## src/rtl/lid_pkg.sv

```systemverilog
`timescale 1ns/1ps
package lid_pkg;

  // Output mode of the LED port.
  typedef enum logic {
    MODE_FLASH = 1'b0,
    MODE_SHOW  = 1'b1
  } lid_mode_e;

  // Default number of one-second intervals the count stays on display.
  localparam int unsigned LID_WIN_SECS_DEF = 4;

endpackage

```

## src/rtl/lid_prescaler.sv

```systemverilog
`timescale 1ns/1ps
module lid_prescaler #(
  parameter int unsigned DIV_W = 16
) (
  input  logic             clk,
  input  logic             rst_n,
  input  logic             restart,
  input  logic [DIV_W-1:0] ticks,
  output logic             sec_pulse
);

  // Terminal count for one interval: 0 or 1 cycles per second both mean
  // a pulse on every cycle.
  function automatic logic [DIV_W-1:0] last_tick(input logic [DIV_W-1:0] t);
    if (t <= DIV_W'(1)) return '0;
    return t - DIV_W'(1);
  endfunction

  logic [DIV_W-1:0] cnt_q;
  logic [DIV_W-1:0] tc;

  assign tc = last_tick(ticks);

  // Greater-or-equal so that lowering ticks on the fly cannot strand the
  // counter above the new terminal value.
  assign sec_pulse = (cnt_q >= tc);

  always_ff @(posedge clk) begin
    if (!rst_n)                    cnt_q <= '0;
    else if (restart || sec_pulse) cnt_q <= '0;
    else                           cnt_q <= cnt_q + DIV_W'(1);
  end

  // with an interval longer than one cycle and the divider held
  // steady, two pulses never come on back-to-back cycles.
  a_r2_no_back_to_back: assert property (@(posedge clk) disable iff (!rst_n)
    (sec_pulse && last_tick(ticks) != '0) |=> (!$stable(ticks) || !sec_pulse));

endmodule

```

## src/rtl/lid_irq_edge.sv

```systemverilog
`timescale 1ns/1ps
module lid_irq_edge (
  input  logic clk,
  input  logic rst_n,
  input  logic irq_req,
  output logic irq_rise
);

  logic irq_q;

  always_ff @(posedge clk) begin
    if (!rst_n) irq_q <= 1'b0;
    else        irq_q <= irq_req;
  end

  assign irq_rise = irq_req & ~irq_q;

  // a request held high yields one event, not one per cycle.
  a_r7_single_rise: assert property (@(posedge clk) disable iff (!rst_n)
    irq_rise |=> !irq_rise);

endmodule

```

## src/rtl/lid_window.sv

```systemverilog
`timescale 1ns/1ps
module lid_window #(
  parameter int unsigned SECS = 4
) (
  input  logic clk,
  input  logic rst_n,
  input  logic start,
  input  logic sec_pulse,
  output logic active,
  output logic expire
);

  localparam int unsigned SW = (SECS > 1) ? $clog2(SECS) : 1;

  function automatic logic last_sec(input logic [SW-1:0] n);
    return n == SW'(SECS - 1);
  endfunction

  logic [SW-1:0] sec_n_q;
  logic          active_q;

  assign active = active_q;
  assign expire = active_q & sec_pulse & last_sec(sec_n_q);

  always_ff @(posedge clk) begin
    if (!rst_n) begin
      active_q <= 1'b0;
      sec_n_q  <= '0;
    end else if (start) begin
      active_q <= 1'b1;
      sec_n_q  <= '0;
    end else if (expire) begin
      active_q <= 1'b0;
      sec_n_q  <= '0;
    end else if (active_q && sec_pulse) begin
      sec_n_q  <= sec_n_q + SW'(1);
    end
  end

  // the window closes on the cycle after its final second pulse.
  a_r4_close_after_expire: assert property (@(posedge clk) disable iff (!rst_n)
    (expire && !start) |=> !active);

endmodule

```

## src/rtl/led_irq_display.sv

```systemverilog
`timescale 1ns/1ps
module led_irq_display #(
  parameter int unsigned LED_W    = 8,
  parameter int unsigned DIV_W    = 16,
  parameter int unsigned WIN_SECS = lid_pkg::LID_WIN_SECS_DEF
) (
  input  logic             clk,
  input  logic             rst_n,
  input  logic             irq_req,
  input  logic [DIV_W-1:0] ticks_per_sec,
  output logic [LED_W-1:0] led,
  output logic             show_count
);
  import lid_pkg::*;

  // Event counter step; wraps at the top of its range.
  function automatic logic [LED_W-1:0] bump(input logic [LED_W-1:0] c);
    return c + LED_W'(1);
  endfunction

  // Named internal events
  logic irq_rise;
  logic sec_pulse;
  logic win_active;
  logic expire;
  logic accept;
  logic toggle;
  lid_mode_e mode;

  logic [LED_W-1:0] count_q;
  logic [LED_W-1:0] flash_pat_q;
  logic [LED_W-1:0] led_q;

  lid_irq_edge u_edge (
    .clk      (clk),
    .rst_n    (rst_n),
    .irq_req  (irq_req),
    .irq_rise (irq_rise)
  );

  lid_prescaler #(.DIV_W(DIV_W)) u_presc (
    .clk       (clk),
    .rst_n     (rst_n),
    .restart   (accept),
    .ticks     (ticks_per_sec),
    .sec_pulse (sec_pulse)
  );

  lid_window #(.SECS(WIN_SECS)) u_win (
    .clk       (clk),
    .rst_n     (rst_n),
    .start     (accept),
    .sec_pulse (sec_pulse),
    .active    (win_active),
    .expire    (expire)
  );

  assign mode   = win_active ? MODE_SHOW : MODE_FLASH;
  assign accept = irq_rise & (mode == MODE_FLASH);
  assign toggle = sec_pulse & (mode == MODE_FLASH) & ~accept;

  always_ff @(posedge clk) begin
    if (!rst_n) begin
      count_q     <= '0;
      flash_pat_q <= '0;
      led_q       <= '0;
    end else begin
      if (accept) begin
        count_q <= bump(count_q);
        led_q   <= bump(count_q);
      end else if (expire) begin
        led_q   <= flash_pat_q;
      end else if (toggle) begin
        flash_pat_q <= ~flash_pat_q;
        led_q       <= ~flash_pat_q;
      end
    end
  end

  assign led        = led_q;
  assign show_count = (mode == MODE_SHOW);

  // an accepted edge puts the next count on the port at once.
  a_r3_show_next_count: assert property (@(posedge clk) disable iff (!rst_n)
    accept |=> (show_count && led == LED_W'($past(count_q) + 1'b1)));

  // an edge during the display leaves the count untouched.
  a_r5_ignore_in_window: assert property (@(posedge clk) disable iff (!rst_n)
    (irq_rise && show_count) |=> (count_q == $past(count_q)));

  // a flash step yields the complement of the previous port value.
  a_r2_flash_complement: assert property (@(posedge clk) disable iff (!rst_n)
    toggle |=> (led == ~$past(led)));

  // on window end the saved flash pattern returns.
  a_r6_resume_pattern: assert property (@(posedge clk) disable iff (!rst_n)
    expire |=> (led == $past(flash_pat_q) && !show_count));

  // the display only ends on an interval boundary.
  a_r4_end_on_second: assert property (@(posedge clk) disable iff (!rst_n)
    $fell(show_count) |-> $past(sec_pulse));

  // the count after the top value is zero.
  a_r8_wrap_zero: assert property (@(posedge clk) disable iff (!rst_n)
    (accept && count_q == '1) |=> (led == '0));

endmodule

```

## config.mk

```make
export PLATFORM = sky130hd
export DESIGN_NAME = led_irq_display
export DESIGN_NICKNAME = d
export VERILOG_FILES = /design/src/rtl/lid_pkg.sv /design/src/rtl/lid_prescaler.sv /design/src/rtl/lid_irq_edge.sv /design/src/rtl/lid_window.sv /design/src/rtl/led_irq_display.sv
export SDC_FILE = /design/constraint.sdc
export NUM_CORES = 1
export LEC_CHECK = 0
export ABC_AREA = 1
export ABC_CLOCK_PERIOD_IN_PS = 3550
export CAP_MARGIN = 20
export CORE_AREA = 10 10 83 85
export CTS_CLUSTER_SIZE = 10
export DETAILED_ROUTE_END_ITERATION = 6
export DIE_AREA = 0 0 93 95
export GPL_TIMING_DRIVEN = 0
export PLACE_DENSITY = 0.78
export REMOVE_ABC_BUFFERS = 1
export SYNTH_ARGS = -nofsm -noshare
export SYNTH_HDL_FRONTEND = slang
export SYNTH_SLANG_ARGS = --single-unit
```

## constraint.sdc

```tcl
create_clock -name clk -period 3.55 [get_ports clk]
set_clock_uncertainty 0.1 [all_clocks]
set_input_delay 0.71 -clock clk [delete_from_list [all_inputs] [get_ports clk]]
set_output_delay 0.71 -clock clk [all_outputs]
set_load 0.03 [all_outputs]
```

==> metrics.md, run 1 <==
| Metric | Value |
|---|---|
| Via density | 5.36 |
| Ant. Diodes | 0 |
| Clk network pwr share | 0.289 |
| Clk root buf | clkbuf_8 |
| Die ar. | 8840 sq um |
| Cts-stage hold buffer count | 0 |
| Area occupied by multi-input gates | approximately 2000 sq um |
| Compound-Gate Fraction of Synth Area | 0.120 |
| CTS tree | built |
| Xor-xnor portion of the synthesized cell area | 0.0299 |
| Gpl congestion | around 0.87 |
| Register bit total from synthesis | 44 |
| Layout cell share with drive strength beyond 1 | 0.212 |
| Worst stage delay on the critical path | between 300 and 400 ps |
| Max-cap violations | 0 |
| Sequential-to-total area share from yosys stat | 0.301 |
| Die width | between 90 and 100 um |
| Post-synthesis mux area share | 0 |
| Final setup fails | 0 |
| Syn Inst Count | 424 |
| Fin nets | 506 |
| DRC errors left | 0 |
| Ys async rst share | 0 |
| Area growth syn-to-layout | 26.6% |
| Initial antenna violation count | 0 |
| Routed WL per cell | approximately 13 um |
| I/O pins | 28 |
| Switching power | 0.286 mW |
| Critical path fanouts, max | 7 |
| Post-synth EDFFs | 0 |
| Cell Area, Placed | between 3000 and 4000 sq um |
| Synth Area in Adders | 0.0897 |
| Final min period | ~3400 ps |
| CTS Sinks | 44 |
| Synth Warn # | 0 |
| Sequential Area | ~880 sq um |
| Total Neg Setup Slack | 0 ps |
| Final cycle utilization of the critical path | 0.959 |
| Pwr Density | between 200 and 300 nW/um^2 |
| Pre-antenna DRT Iters | 4 |
| Number of global-route vias before repair | 2,697 |
| Status | finished, final reports clean |
| Slowest cell on crit path | ha_4 |
| Leakage | ~1.7 nW |
| Comb power frac | 0.193 |
| Fmax | around 290 MHz |
| Clock slew at reported path FFs | 70 ps |
| CP endpoint kind | flip-flop |
| Slack of the critical path | 145 ps |
| Primary FF master, synth | dfxtp_1 |
| Syn Std Cell Area | approximately 3000 sq um |
| Pre-CTS setup slack | -712 ps |
| Worst EP arrival | 3490 ps |
| Crit-path cells | dlygate4sd2_1 -> inv_1 -> ha_2 -> inv_2 -> nor2_2 -> inv_1 -> nor2_4 -> nand2_2 -> inv_2 -> a21oi_1 -> nand3b_1 -> ha_4 -> nand2_4 -> nor3_4 -> nand2_4 -> nand2_8 -> nand3_4 -> nand3_4 -> nand2_1 -> nor2_1 -> nor2_1 |
| Relative slew margins | 0.447 |
| Overflow after GRT | 0 |
| Internal power | 0.722 mW |
| WP data required | 3640 ps |
| GRT Util Overall | 0.153 |
| H-Tree Depth | 2 |
| Syn Area/Cell | roughly 7 sq um |
| Detail Route Antenna Nets | 0 |
| Worst min-delay path class | reg -> reg |
| Total core area | around 5300 sq um |
| TritonCTS Buffers | 5 |
| Slew Limit Fails | 0 |
| Total Power | between 1 and 1.5 mW |
| Largest net degree at the start of global routing | 22 |
| Starting density of the core | 0.549 |
| First-pass GRT wire length | about 11,000 um |
| Hold Fails Final Rpt | 0 |
| Rows | 27 |
| FILL cells | 436 |
| Critical path type | in -> reg |
| Clk_lat worst skew | 300 ps |
| Non-filler cells, final | approximately 540 |
| Largest family of logic cells by synthesized area | simple AND/OR/NAND/NOR gates |
| Flop pwr share | 0.517 |
| Clk buf depth | 2 |
| DRT Wirelength | a little under 7000 um |
| Height of the chip | about 95 um |
| Post-DP HPWL | 4570 um |
| Initial DRC Count | slightly above 100 |
| Via count | between 2,000 and 3,000 |
| Simple-gate area share of the yosys netlist | 0.346 |
| VDD IR max | approximately 0.24 mV |
| Worst Max-Slew Pin Slew | between 800 and 900 ps |
| Synth cell types | 39 |
| Switching part of the total | 0.284 |
| PortBufs | 27 |
| CP startpoint kind | primary input |
| Dpl cells | between 500 and 600 |
| Finished Cell Area | 3710 sq um |
## final timing paths
kind / startpoint / endpoint / slack (ps) / cells after the start
setup / recovery: ticks_per_sec[0] / led[6] / 140 / 21
hold / removal: u_presc.cnt_q[0] / u_presc.cnt_q[0] / 360 / 1
setup reg to reg: u_win.active / u_presc.cnt_q[11] / 1380 / 5
hold reg to reg: u_presc.cnt_q[0] / u_presc.cnt_q[0] / 360 / 1
## Yosys cell counts, types with 4 or more instances
cell,n,area (sq um)
a21oi_1,29,145
a21oi_2,4,35.0
buf_6,4,45.0
dfxtp_1,44,881
ha_1,21,263
inv_1,60,225
nand2_1,83,312
nand3_1,27,135
nand4_1,15,93.8
nor2_1,47,176
nor3_1,6,30.0
nor3_2,4,40.0
o21ai_0,12,60.1
o21ai_1,7,35.0
o22ai_1,6,37.5
or2_2,11,68.8
xor2_1,8,70.1
## power by group through the flow
stage	logic (mW)	clock network [mW]	registers, mW
after detailed placement	0.175	0	0.533
final	0.195	0.292	0.522
after floorplan	0.0882	0	0.549
after CTS	0.185	0.300	0.522
after global placement	0.172	0	0.533
after global routing	0.217	0.324	0.524
## what timing repair did
item	in CTS	in global routing
gates resized for setup	37	51
buffers inserted	10	7
endpoints found under the setup margin	35	35
pin swaps	19	24
cloned	3	0
## logic make-up (layout without fill, tap and decap cells)
logic type | after synthesis | in the layout
simple gates | 209 | 211
buf+inv | 77 | 116
compound gates | 63 | 64
flops | 44 | 44
fa+ha+maj | 21 | 21
xor+xnor | 10 | 10
## area by class of cell
cell class	instances	share of cell area
clock buffers	6	0.0196
clock inverters	1	0.00135
inverters	65	0.0657
multi-input cells	306	0.534
flip-flops and latches	44	0.237
well taps	72	0.0243
repair buffers	44	0.118
## cells in the final DEF, fill, tap and decap left out, drive strengths merged
master / synthesis / final
nand3b: 3 / 3
dlymetal6s2s: 0 / 11
clkinv: 2 / 3
nor4: 1 / 1
nor3b: 1 / 1
or2: 12 / 12
o21a: 3 / 3
a31oi: 1 / 1
dlygate4sd2: 0 / 1
clkbuf: 1 / 9
inv: 63 / 63
o21ai: 19 / 19
o22ai: 6 / 6
xor2: 8 / 8
buf: 11 / 17
and2: 2 / 2
nand2: 86 / 86
a2111o: 1 / 2
a21oi: 33 / 33
dfxtp: 44 / 44
nand3: 29 / 31
xnor2: 2 / 2
clkdlybuf4s15: 0 / 1
nand4: 16 / 16
nor3: 11 / 11
ha: 21 / 21
nor2: 48 / 48
clkdlybuf4s50: 0 / 11
## stage by stage
step | util | hold WS, ps
detailed placement | 0.600 | 350
CTS | 0.652 | 368
global route | 0.695 | 381
finish | 0.695 | 361
global placement | 0.600 | 345
floorplan | - | 330
## critical path, delay by kind of cell
family	cells	cell delay, ps
and+or+nand+nor	13	1660
buffers and inverters	5	560
adders and majority gates	2	510
AOI/OAI and AO/OA	1	60
## metal layers
metal	global-route usage	up-vias	part of all wire
met5	0	-	0
met4	0.0643	0	0.019
met3	0.0412	16	0.049
met2	0.276	67	0.51
met1	0.167	1328	0.42
li1	-	1473	-
## state kept, by name, indices dropped and copies added (netlist names)
signal and count:
u_presc.cnt_q 16, count_q 8, flash_pat_q 8, led 8, u_win.sec_n_q 2, u_edge.irq_q 1
u_win.active 1
No activity file was read; power rests on OpenSTA's default activity.
==> run 2, diff against run 1 <==
--- a/config.mk
+++ b/config.mk
@@ -18,3 +18,4 @@
 export SYNTH_ARGS = -nofsm -noshare
 export SYNTH_HDL_FRONTEND = slang
 export SYNTH_SLANG_ARGS = --single-unit
+export TNS_END_PERCENT = 100
==> results of run 2 <==
The final DEF is identical to that of run 1; final timing and power are the same.
